$ cat config.mk
export PLATFORM = sky130hd
export DESIGN_NAME = xu16_exec
export DESIGN_NICKNAME = d
export VERILOG_FILES = /design/src/rtl/xu16_pkg.sv /design/src/rtl/xu16_bitops.sv /design/src/rtl/xu16_arith.sv /design/src/rtl/xu16_divider.sv /design/src/rtl/xu16_cond.sv /design/src/rtl/xu16_exec.sv
export SDC_FILE = /design/constraint.sdc
export NUM_CORES = 1
export LEC_CHECK = 0
export BUFFER_PORTS_ARGS = -buffer_cell sky130_fd_sc_hd__buf_4
export CAP_MARGIN = 20
export CORE_MARGIN = 5
export CORE_UTILIZATION = 55
export CTS_BUF_LIST = sky130_fd_sc_hd__clkbuf_16
export CTS_CLUSTER_SIZE = 28
export DETAILED_ROUTE_END_ITERATION = 10
export HOLD_SLACK_MARGIN = 0.15
export PLACE_DENSITY = 0.74
export SLEW_MARGIN = 20
export SYNTH_ARGS = -nofsm -noshare
export SYNTH_HDL_FRONTEND = slang
export SYNTH_SLANG_ARGS = --single-unit
$ cat constraint.sdc
create_clock -name clk_i -period 125.9 [get_ports clk_i]
set_clock_uncertainty 0.15 [all_clocks]
set_input_delay 6.295 -clock clk_i [delete_from_list [all_inputs] [get_ports clk_i]]
set_output_delay 6.295 -clock clk_i [all_outputs]
set_load 0.005 [all_outputs]
$ cat src/rtl/xu16_pkg.sv
`timescale 1ns/1ps
package xu16_pkg;

    localparam int XU_W = 16;

    typedef enum logic [4:0] {
        XU_NOP  = 5'd0,
        XU_NOT  = 5'd1,
        XU_AND  = 5'd2,
        XU_OR   = 5'd3,
        XU_XOR  = 5'd4,
        XU_NOR  = 5'd5,
        XU_SHR  = 5'd6,
        XU_SHL  = 5'd7,
        XU_ROR  = 5'd8,
        XU_ROL  = 5'd9,
        XU_ADD  = 5'd10,
        XU_SUB  = 5'd11,
        XU_MUL  = 5'd12,
        XU_DIV  = 5'd13,
        XU_CEQ  = 5'd14,
        XU_CGT  = 5'd15,
        XU_CLT  = 5'd16,
        XU_CGE  = 5'd17,
        XU_CLE  = 5'd18,
        XU_CINV = 5'd19,
        XU_CSET = 5'd20,
        XU_CCLR = 5'd21,
        XU_COV  = 5'd22,
        XU_CZF  = 5'd23,
        XU_CCA  = 5'd24
    } xu_op_e;

    typedef struct packed {
        logic zf;
        logic ca;
        logic ov;
        logic cf;
    } xu_flags_t;

endpackage

$ cat src/rtl/xu16_bitops.sv
`timescale 1ns/1ps
// Bitwise logic, logical shifts and rotates.
module xu16_bitops
    import xu16_pkg::*;
#(
    parameter int W = XU_W
) (
    input  xu_op_e        op_i,
    input  logic [W-1:0]  a_i,
    input  logic [W-1:0]  b_i,
    output logic [W-1:0]  res_o,
    output logic          hit_o,
    output xu_flags_t     upd_o,
    output xu_flags_t     val_o
);
    localparam int SH_W = $clog2(W);

    logic [SH_W-1:0] amt;
    logic [W:0]      shl_wide;
    logic [2*W-1:0]  ror_wide;
    logic [2*W-1:0]  rol_wide;

    assign amt      = b_i[SH_W-1:0];
    assign shl_wide = {1'b0, a_i} << amt;
    assign ror_wide = {a_i, a_i} >> amt;
    assign rol_wide = {a_i, a_i} << amt;

    always_comb begin
        res_o = '0;
        hit_o = 1'b1;
        upd_o = '0;
        val_o = '0;
        unique case (op_i)
            XU_NOT: res_o = ~a_i;
            XU_AND: res_o = a_i & b_i;
            XU_OR:  res_o = a_i | b_i;
            XU_XOR: res_o = a_i ^ b_i;
            XU_NOR: res_o = ~(a_i | b_i);
            XU_SHR: res_o = a_i >> amt;
            XU_SHL: begin
                res_o    = shl_wide[W-1:0];
                upd_o.ca = 1'b1;
                val_o.ca = shl_wide[W];
            end
            XU_ROR: res_o = ror_wide[W-1:0];
            XU_ROL: res_o = rol_wide[2*W-1:W];
            default: hit_o = 1'b0;
        endcase
        if (hit_o && op_i != XU_ROR && op_i != XU_ROL) begin
            upd_o.zf = 1'b1;
            val_o.zf = (res_o == '0);
        end
    end
endmodule

$ cat src/rtl/xu16_arith.sv
`timescale 1ns/1ps
// Add, subtract and multiply with carry/overflow generation.
module xu16_arith
    import xu16_pkg::*;
#(
    parameter int W = XU_W
) (
    input  xu_op_e        op_i,
    input  logic [W-1:0]  a_i,
    input  logic [W-1:0]  b_i,
    output logic [W-1:0]  res_o,
    output logic          hit_o,
    output xu_flags_t     upd_o,
    output xu_flags_t     val_o
);
    logic [W:0]     sum;
    logic [W:0]     dif;
    logic [2*W-1:0] prod;
    logic           prod_hi;

    assign sum     = {1'b0, a_i} + {1'b0, b_i};
    assign dif     = {1'b0, a_i} - {1'b0, b_i};
    assign prod    = a_i * b_i;
    assign prod_hi = |prod[2*W-1:W];

    always_comb begin
        res_o = '0;
        hit_o = 1'b1;
        upd_o = '0;
        val_o = '0;
        unique case (op_i)
            XU_ADD: begin
                res_o    = sum[W-1:0];
                upd_o.zf = 1'b1;
                upd_o.ca = 1'b1;
                upd_o.ov = 1'b1;
                val_o.zf = (sum[W-1:0] == '0);
                val_o.ca = sum[W];
                val_o.ov = (a_i[W-1] == b_i[W-1]) && (sum[W-1] != a_i[W-1]);
            end
            XU_SUB: begin
                res_o    = dif[W-1:0];
                upd_o.zf = 1'b1;
                upd_o.ca = 1'b1;
                upd_o.ov = 1'b1;
                val_o.zf = (dif[W-1:0] == '0);
                val_o.ca = dif[W];
                val_o.ov = (a_i[W-1] != b_i[W-1]) && (dif[W-1] != a_i[W-1]);
            end
            XU_MUL: begin
                res_o    = prod[W-1:0];
                upd_o.ca = 1'b1;
                upd_o.ov = 1'b1;
                val_o.ca = prod_hi;
                val_o.ov = prod_hi;
            end
            default: hit_o = 1'b0;
        endcase
    end
endmodule

$ cat src/rtl/xu16_divider.sv
`timescale 1ns/1ps
// Unrolled restoring divider: one compare/subtract stage per quotient bit.
module xu16_divider
    import xu16_pkg::*;
#(
    parameter int W = XU_W
) (
    input  xu_op_e        op_i,
    input  logic [W-1:0]  a_i,
    input  logic [W-1:0]  b_i,
    output logic [W-1:0]  quo_o,
    output logic [W-1:0]  rem_o,
    output logic          ok_o,
    output logic          fault_o
);
    logic [W-1:0] part [W+1];
    logic [W-1:0] q;

    assign part[0] = '0;

    for (genvar i = 0; i < W; i++) begin : g_stage
        logic [W:0] trial;
        logic [W:0] diff;
        assign trial = {part[i], a_i[W-1-i]};
        assign diff  = trial - {1'b0, b_i};
        assign q[W-1-i]  = ~diff[W];
        assign part[i+1] = diff[W] ? trial[W-1:0] : diff[W-1:0];
    end

    logic is_div;
    logic zero_div;

    assign is_div   = (op_i == XU_DIV);
    assign zero_div = (b_i == '0);
    assign ok_o     = is_div && !zero_div;
    assign fault_o  = is_div && zero_div;
    assign quo_o    = ok_o ? q : '0;
    assign rem_o    = ok_o ? part[W] : '0;
endmodule

$ cat src/rtl/xu16_cond.sv
`timescale 1ns/1ps
// Unsigned compares and condition-bit control.
module xu16_cond
    import xu16_pkg::*;
#(
    parameter int W = XU_W
) (
    input  xu_op_e        op_i,
    input  logic [W-1:0]  a_i,
    input  logic [W-1:0]  b_i,
    input  xu_flags_t     flags_i,
    output logic          upd_o,
    output logic          val_o
);
    logic eq;
    logic gt;

    assign eq = (a_i == b_i);
    assign gt = (a_i > b_i);

    always_comb begin
        upd_o = 1'b1;
        val_o = 1'b0;
        unique case (op_i)
            XU_CEQ:  val_o = eq;
            XU_CGT:  val_o = gt;
            XU_CLT:  val_o = !gt && !eq;
            XU_CGE:  val_o = gt || eq;
            XU_CLE:  val_o = !gt;
            XU_CINV: val_o = !flags_i.cf;
            XU_CSET: val_o = 1'b1;
            XU_CCLR: val_o = 1'b0;
            XU_COV:  val_o = flags_i.ov;
            XU_CZF:  val_o = flags_i.zf;
            XU_CCA:  val_o = flags_i.ca;
            default: upd_o = 1'b0;
        endcase
    end
endmodule

$ cat src/rtl/xu16_exec.sv
`timescale 1ns/1ps
module xu16_exec
    import xu16_pkg::*;
#(
    parameter int W = XU_W
) (
    input  logic          clk_i,
    input  logic          rst_ni,
    input  logic          valid_i,
    input  logic [4:0]    op_i,
    input  logic [W-1:0]  a_i,
    input  logic [W-1:0]  b_i,
    output logic [W-1:0]  res_a_o,
    output logic [W-1:0]  res_b_o,
    output logic          wr_a_o,
    output logic          wr_b_o,
    output logic          fault_o,
    output logic          zero_o,
    output logic          carry_o,
    output logic          ovf_o,
    output logic          cond_o
);
    typedef struct packed {
        logic [W-1:0] res_a;
        logic [W-1:0] res_b;
        logic         wr_a;
        logic         wr_b;
        logic         fault;
        xu_flags_t    flags;
    } xu_state_t;

    xu_state_t st_d, st_q;
    xu_op_e    op;

    assign op = xu_op_e'(op_i);

    logic [W-1:0] bo_res, ar_res, dv_quo, dv_rem;
    logic         bo_hit, ar_hit, dv_ok, dv_fault;
    xu_flags_t    bo_upd, bo_val, ar_upd, ar_val;
    logic         cd_upd, cd_val;

    xu16_bitops #(.W(W)) i_bitops (
        .op_i (op), .a_i (a_i), .b_i (b_i),
        .res_o (bo_res), .hit_o (bo_hit), .upd_o (bo_upd), .val_o (bo_val)
    );

    xu16_arith #(.W(W)) i_arith (
        .op_i (op), .a_i (a_i), .b_i (b_i),
        .res_o (ar_res), .hit_o (ar_hit), .upd_o (ar_upd), .val_o (ar_val)
    );

    xu16_divider #(.W(W)) i_divider (
        .op_i (op), .a_i (a_i), .b_i (b_i),
        .quo_o (dv_quo), .rem_o (dv_rem), .ok_o (dv_ok), .fault_o (dv_fault)
    );

    xu16_cond #(.W(W)) i_cond (
        .op_i (op), .a_i (a_i), .b_i (b_i), .flags_i (st_q.flags),
        .upd_o (cd_upd), .val_o (cd_val)
    );

    xu_flags_t upd_all, val_all;

    always_comb begin
        upd_all    = bo_upd | ar_upd;
        val_all    = bo_val | ar_val;
        upd_all.cf = cd_upd;
        val_all.cf = cd_val;

        st_d       = st_q;
        st_d.res_a = '0;
        st_d.res_b = '0;
        st_d.wr_a  = 1'b0;
        st_d.wr_b  = 1'b0;
        st_d.fault = 1'b0;
        if (valid_i) begin
            st_d.res_a = bo_res | ar_res | dv_quo;
            st_d.res_b = dv_rem;
            st_d.wr_a  = bo_hit | ar_hit | dv_ok;
            st_d.wr_b  = dv_ok;
            st_d.fault = dv_fault;
            st_d.flags = xu_flags_t'((st_q.flags & ~upd_all) | (val_all & upd_all));
        end
    end

    always_ff @(posedge clk_i) begin
        if (!rst_ni) st_q <= '0;
        else         st_q <= st_d;
    end

    assign res_a_o = st_q.res_a;
    assign res_b_o = st_q.res_b;
    assign wr_a_o  = st_q.wr_a;
    assign wr_b_o  = st_q.wr_b;
    assign fault_o = st_q.fault;
    assign zero_o  = st_q.flags.zf;
    assign carry_o = st_q.flags.ca;
    assign ovf_o   = st_q.flags.ov;
    assign cond_o  = st_q.flags.cf;
endmodule

==> flow_metrics.tcl, run 1 <==
set metrics [dict create \
    status "completed" \
    fmaxAchievable_mhz 15.7 \
    first_global_vias 24600 \
    ys_seq_area_share_pct 2.96 \
    grt_pass1_wl_um 131000 \
    synth_cell_types 100 \
    hold_viol 0 \
    arrival_ns 63.86 \
    h-tree-depth 2 \
    cp_num_buf_inv 9 \
    coreArea_sq_um 47500 \
    nets 4177 \
    ys_ff_latch 39 \
    clk_pin_slew_ns 0.07 \
    cts_buffers 5 \
    overflow 0 \
    post_cts_buffers 0 \
    cts.sink_count 39 \
    dpl.hpwl_um 64100 \
    setup_viol 0 \
    period_minus_slack_ns 63.83 \
    timing.hold.worst.class "reg2reg" \
    via_count 25300 \
    maxCapViolations 0 \
    cts_resized 0 \
    die_height_um 229 \
    netlist_top_cells_count "421 x nor2_1, 408 x ha_1, 400 x inv_1" \
    synth_edf_count 0 \
    grt_usage_pct 30.4 \
    syn_to_final_growth_pct 4.76 \
    num_antenna_cells 0 \
    rsz0062_at_grt "no" \
    slew_viol_final 0 \
    yosysTopAreaCell "ha_1" \
    cts_tree "yes" \
    postSynthCellCount 3524 \
    path_class "in2reg" \
    cts_buffer_depth 2 \
    port_buffers 78 \
    ys_warn_count 0 \
    netlist_area_sq_um 26300 \
    start_util_pct 55.4 \
    wl_um 81700 \
    hold_buffers 0 \
    synth_top_cell_area_share_pct 19.4 \
    layout-drive-gt1-share_pct 7.87 \
    required_ns 125.93 \
    min_period_over_period_pct 50.7 \
    routabilityCongestion 1.09 \
    synth_ff_type "dfxtp_1" \
    slew_headroom_pct 29.8 \
    max_slew.worst_pin.slew_ns 1.05 \
    vias_per_cell 6.12 \
    synthArstFlopShare_pct 0 \
    ios 79 \
    routedWlPerCell_um 19.8 \
    path_common_cell "o21ai_0" \
    chipWidth_um 229 \
    design.die.area_sq_um 52400 \
    end_kind "flop" \
    yosys-top-cells-area "ha_1 19%, fa_1 16%, nor2_1 6.0%" \
    synth.most_common_cell "nor2_1" \
    ant_nets 0 \
    syn_avg_cell_area_sq_um 7.47 \
    slowest_stage "a211oi_2" \
    drtIter0Drc 2515 \
    cp_slowest_stage_delay_ns 0.85 \
    cts-root-buf "clkbuf_16" \
    drc 0 \
    path_delay_family "compound AO/OA/AOI/OAI gates" \
    grt_max_degree 55 \
    antenna_found_initial 0 \
    start_kind "input pin" \
    final_cells 4134 \
    cp_max_fo 32 \
    first_pass_iters 6 \
    fin_tns_setup_ns 0 \
    rows 80 \
    clk_latency_ns 0.31 \
    dp.cells 4126 \
]
==> worst reg2reg max path, stage by stage, from the launching register on <==
cell	delay [ns]
dfxtp_1	0.34
o211a_1	0.23
a311oi_1	0.25
o22ai_1	0.11
a32oi_1	0.16
nor2_1	0.07
o21a_1	0.18
==> through the flow <==
step	hold slack (ns)	setup slack (ns)	area (sq um)	util (%)
floorplan	0.381	66.62	26400	-
global placement	0.382	64.04	27400	57.7
detailed placement	0.408	62.26	27400	57.7
CTS	0.418	62.35	27600	58.0
global route	0.457	56.10	27600	58.0
finish	0.410	62.07	27600	58.0
==> cells in the final DEF, fill, tap and decap left out, types with 17 or more instances in the layout <==
master | netlist | final
nand3_1 | 45 | 45
and2_1 | 39 | 39
xor2_1 | 78 | 78
xnor2_1 | 115 | 115
dfxtp_1 | 39 | 39
a21oi_1 | 207 | 207
o21ai_0 | 240 | 240
or3_1 | 17 | 17
o21a_1 | 22 | 22
fa_1 | 211 | 211
nor2b_1 | 42 | 42
buf_4 | 7 | 112
a221oi_1 | 25 | 25
o31ai_1 | 37 | 37
o211ai_1 | 18 | 18
nand2b_1 | 51 | 51
a21boi_0 | 49 | 49
o21bai_1 | 28 | 28
inv_1 | 400 | 398
ha_1 | 408 | 408
mux2_2 | 87 | 87
nor2_1 | 421 | 420
a21o_1 | 123 | 123
mux2i_1 | 46 | 46
nor3_1 | 50 | 50
nand2_1 | 305 | 305
==> cell type report <==
cell class              instances  area [sq um]
multi-input cells            2945         23500
clock buffers                   5           125
well taps                     615           769
flip-flops and latches         39           781
clock inverters                 3          46.3
fillers                      4428         20000
repair buffers                112           841
inverters                     415          1560
==> layer usage <==
layer  vias up  track usage (%)  part of all wire, %
li1      12100                -                    -
met1     11800             42.8                   43
met2      1124             47.2                   42
met3       240             5.80                   10
met4         0             10.1                  4.2
met5         -                0                    0
==> cells by family (layout without fill, tap and decap cells) <==
family / Yosys count / in the layout / synth area share (%)
AND/OR/NAND/NOR: 1061 / 1061 / 18.3
other: 1 / 7 / 0.0142
buffers and inverters: 546 / 535 / 8.09
XOR/XNOR: 193 / 193 / 6.42
AO/OA/AOI/OAI: 929 / 929 / 23.2
adder cells (fa/ha/maj): 620 / 620 / 35.5
flip-flops: 39 / 39 / 2.96
multiplexers: 135 / 135 / 5.58
==> worst paths after layout <==
kind,start,to,slack [ns],cells past startpoint
setup / recovery,a_i[15],res_b_o[2]$_SDFF_PN0_,62.07,270
hold / removal,flop,flop,0.41,2
setup reg to reg,flop,flop,124.30,6
hold reg to reg,flop,flop,0.41,2
Power of run 1 is left out: the tool's default activity adds up to more than one toggle a clock period on the data nets, which glitch-free logic cannot reach.
==> run 2, diff against run 1 <==
Clock period 125.9 ns to 58.8 ns, I/O delays scaled along.
==> run 2 against run 1 <==
Effect of this change:
- wire length rose by 4.8%
- final area rose by 1.9%
- core utilization rose by 1.1 points
- first-iteration DRC count rose by 6.4%
- register-to-register slack got worse by 67 ns
- global-route usage rose by 0.74 points
- die area did not move
- clock-buffer cell count did not move
- via count rose by 2.5%
- sequential cell count did not move
- hold slack barely moved
- cell count rose by 1.3%
- critical path type unchanged
==> flow_metrics.tcl, run 2 (same netlist as run 1, synthesis figures left out) <==
set metrics [dict create \
    fin_tns_setup_ns 0 \
    port_buffers 78 \
    die_height_um 229 \
    first_pass_iters 8 \
    path_common_cell "a21o_1" \
    cp_slowest_stage_delay_ns 0.45 \
    drtIter0Drc 2675 \
    hold_viol 0 \
    ant_nets 0 \
    max_slew.worst_pin.slew_ns 1.11 \
    rows 80 \
    slew_headroom_pct 25.3 \
    multi_input_area_sq_um 23600 \
    ios 79 \
    cp_max_fo 32 \
    grt_usage_pct 31.2 \
    routabilityCongestion 1.08 \
    post_dp_cell_area_sq_um 27500 \
    start_kind "input pin" \
    routedWlPerCell_um 20.4 \
    first_global_vias 24700 \
    start_util_pct 55.4 \
    overflow 0 \
    clk_latency_ns 0.30 \
    cts_buffer_depth 2 \
    num_antenna_cells 0 \
    via_count 25900 \
    syn_to_final_growth_pct 6.80 \
    antenna_found_initial 1 \
    grt_pass1_wl_um 133000 \
    end_kind "flop" \
    chipWidth_um 229 \
    period_minus_slack_ns 53.90 \
    num-fill-cells 4447 \
    fmaxAchievable_mhz 18.6 \
    cts_buffers 5 \
    layout-drive-gt1-share_pct 9.69 \
    coreArea_sq_um 47500 \
    final_cell_mix "420 x nor2_1, 408 x ha_1, 398 x inv_1, 303 x nand2_1, 227 x o21ai_0" \
    setup_viol 0 \
    wl_um 85600 \
    grt_max_degree 55 \
    slowest_stage "a2111oi_2" \
    min_period_over_period_pct 91.7 \
    cts-root-buf "clkbuf_16" \
    nets 4230 \
    timing.hold.worst.class "reg2reg" \
    area.sequential_sq_um 781 \
    drc 0 \
    design_area_sq_um 28100 \
    vias_per_cell 6.19 \
    maxCapViolations 0 \
    final_common_cell "nor2_1" \
    dpl.hpwl_um 65500 \
    arrival_ns 53.94 \
    hold_buffers 0 \
    design.die.area_sq_um 52400 \
    slew_viol_final 0 \
    cts_tree "yes" \
    critPathLaunch "b_i[15]" \
    status "completed" \
    path_class "in2reg" \
    cts.sink_count 39 \
    h-tree-depth 2 \
    clk_pin_slew_ns 0.06 \
    required_ns 58.84 \
]
[run 2: cell count changes in the layout (fill, tap and decap cells not counted), moves of 3 or more]
| cell | change |
|---|---|
| o21ai_0 | -13 |
| a21boi_0 | -5 |
| buf_6 | +3 |
| and2_4 | +3 |
| a21boi_1 | +5 |
| o21ai_1 | +12 |
| and2_1 | -3 |
| buf_4 | +45 |
| a211oi_4 | +3 |
[run 2: stage by stage]
stage / hold WS, ns / worst slack (ns) / util [%] / cells
floorplan: 0.381 / 2.87 / - / 3530
global placement: 0.385 / 1.56 / 57.8 / 4134
detailed placement: 0.405 / -0.0700 / 57.8 / 4134
CTS: 0.414 / 0.0580 / 58.1 / 4142
global route: 0.475 / -0.233 / 59.2 / 4187
finish: 0.410 / 4.90 / 59.2 / 4187
[run 2: layout make-up]
class,count,share of cell area [%]
sequential,39,2.78
tap,615,2.74
clock buffer,5,0.445
inverter,415,5.55
clock inverter,3,0.138
multi-input combinational,2950,84.0
timing repair buffer,160,4.31
[run 2: what timing repair did]
item | in CTS | in global routing
buffers inserted | 0 | 39
gates resized for setup | 0 | 52
endpoints found under the setup margin | 0 | 18
[run 2: final timing paths]
check	cells after the start	end	slack, ns
max	273	res_b_o[2]$_SDFF_PN0_	4.90
min	2	flop	0.41
max reg2reg	6	flop	57.13
min reg2reg	2	flop	0.41
[run 2: layer usage]
layer | up-vias | GRT usage [%] | wire length [um]
met3 | 259 | 6.66 | 9010
met1 | 12200 | 42.9 | 36200
met4 | 2 | 9.51 | 3220
met5 | - | 0 | 13
met2 | 1177 | 49.4 | 37200
li1 | 12200 | - | -
[run 2: worst max-delay path, delay by kind of cell]
kind / cells / cell delay, ns
AOI/OAI and AO/OA: 166 / 30.28
and+or+nand+nor: 71 / 11.02
adders and majority gates: 15 / 4.95
muxes: 10 / 2.84
buffers and inverters: 11 / 1.87
Power of run 2 is left out for the same reason.
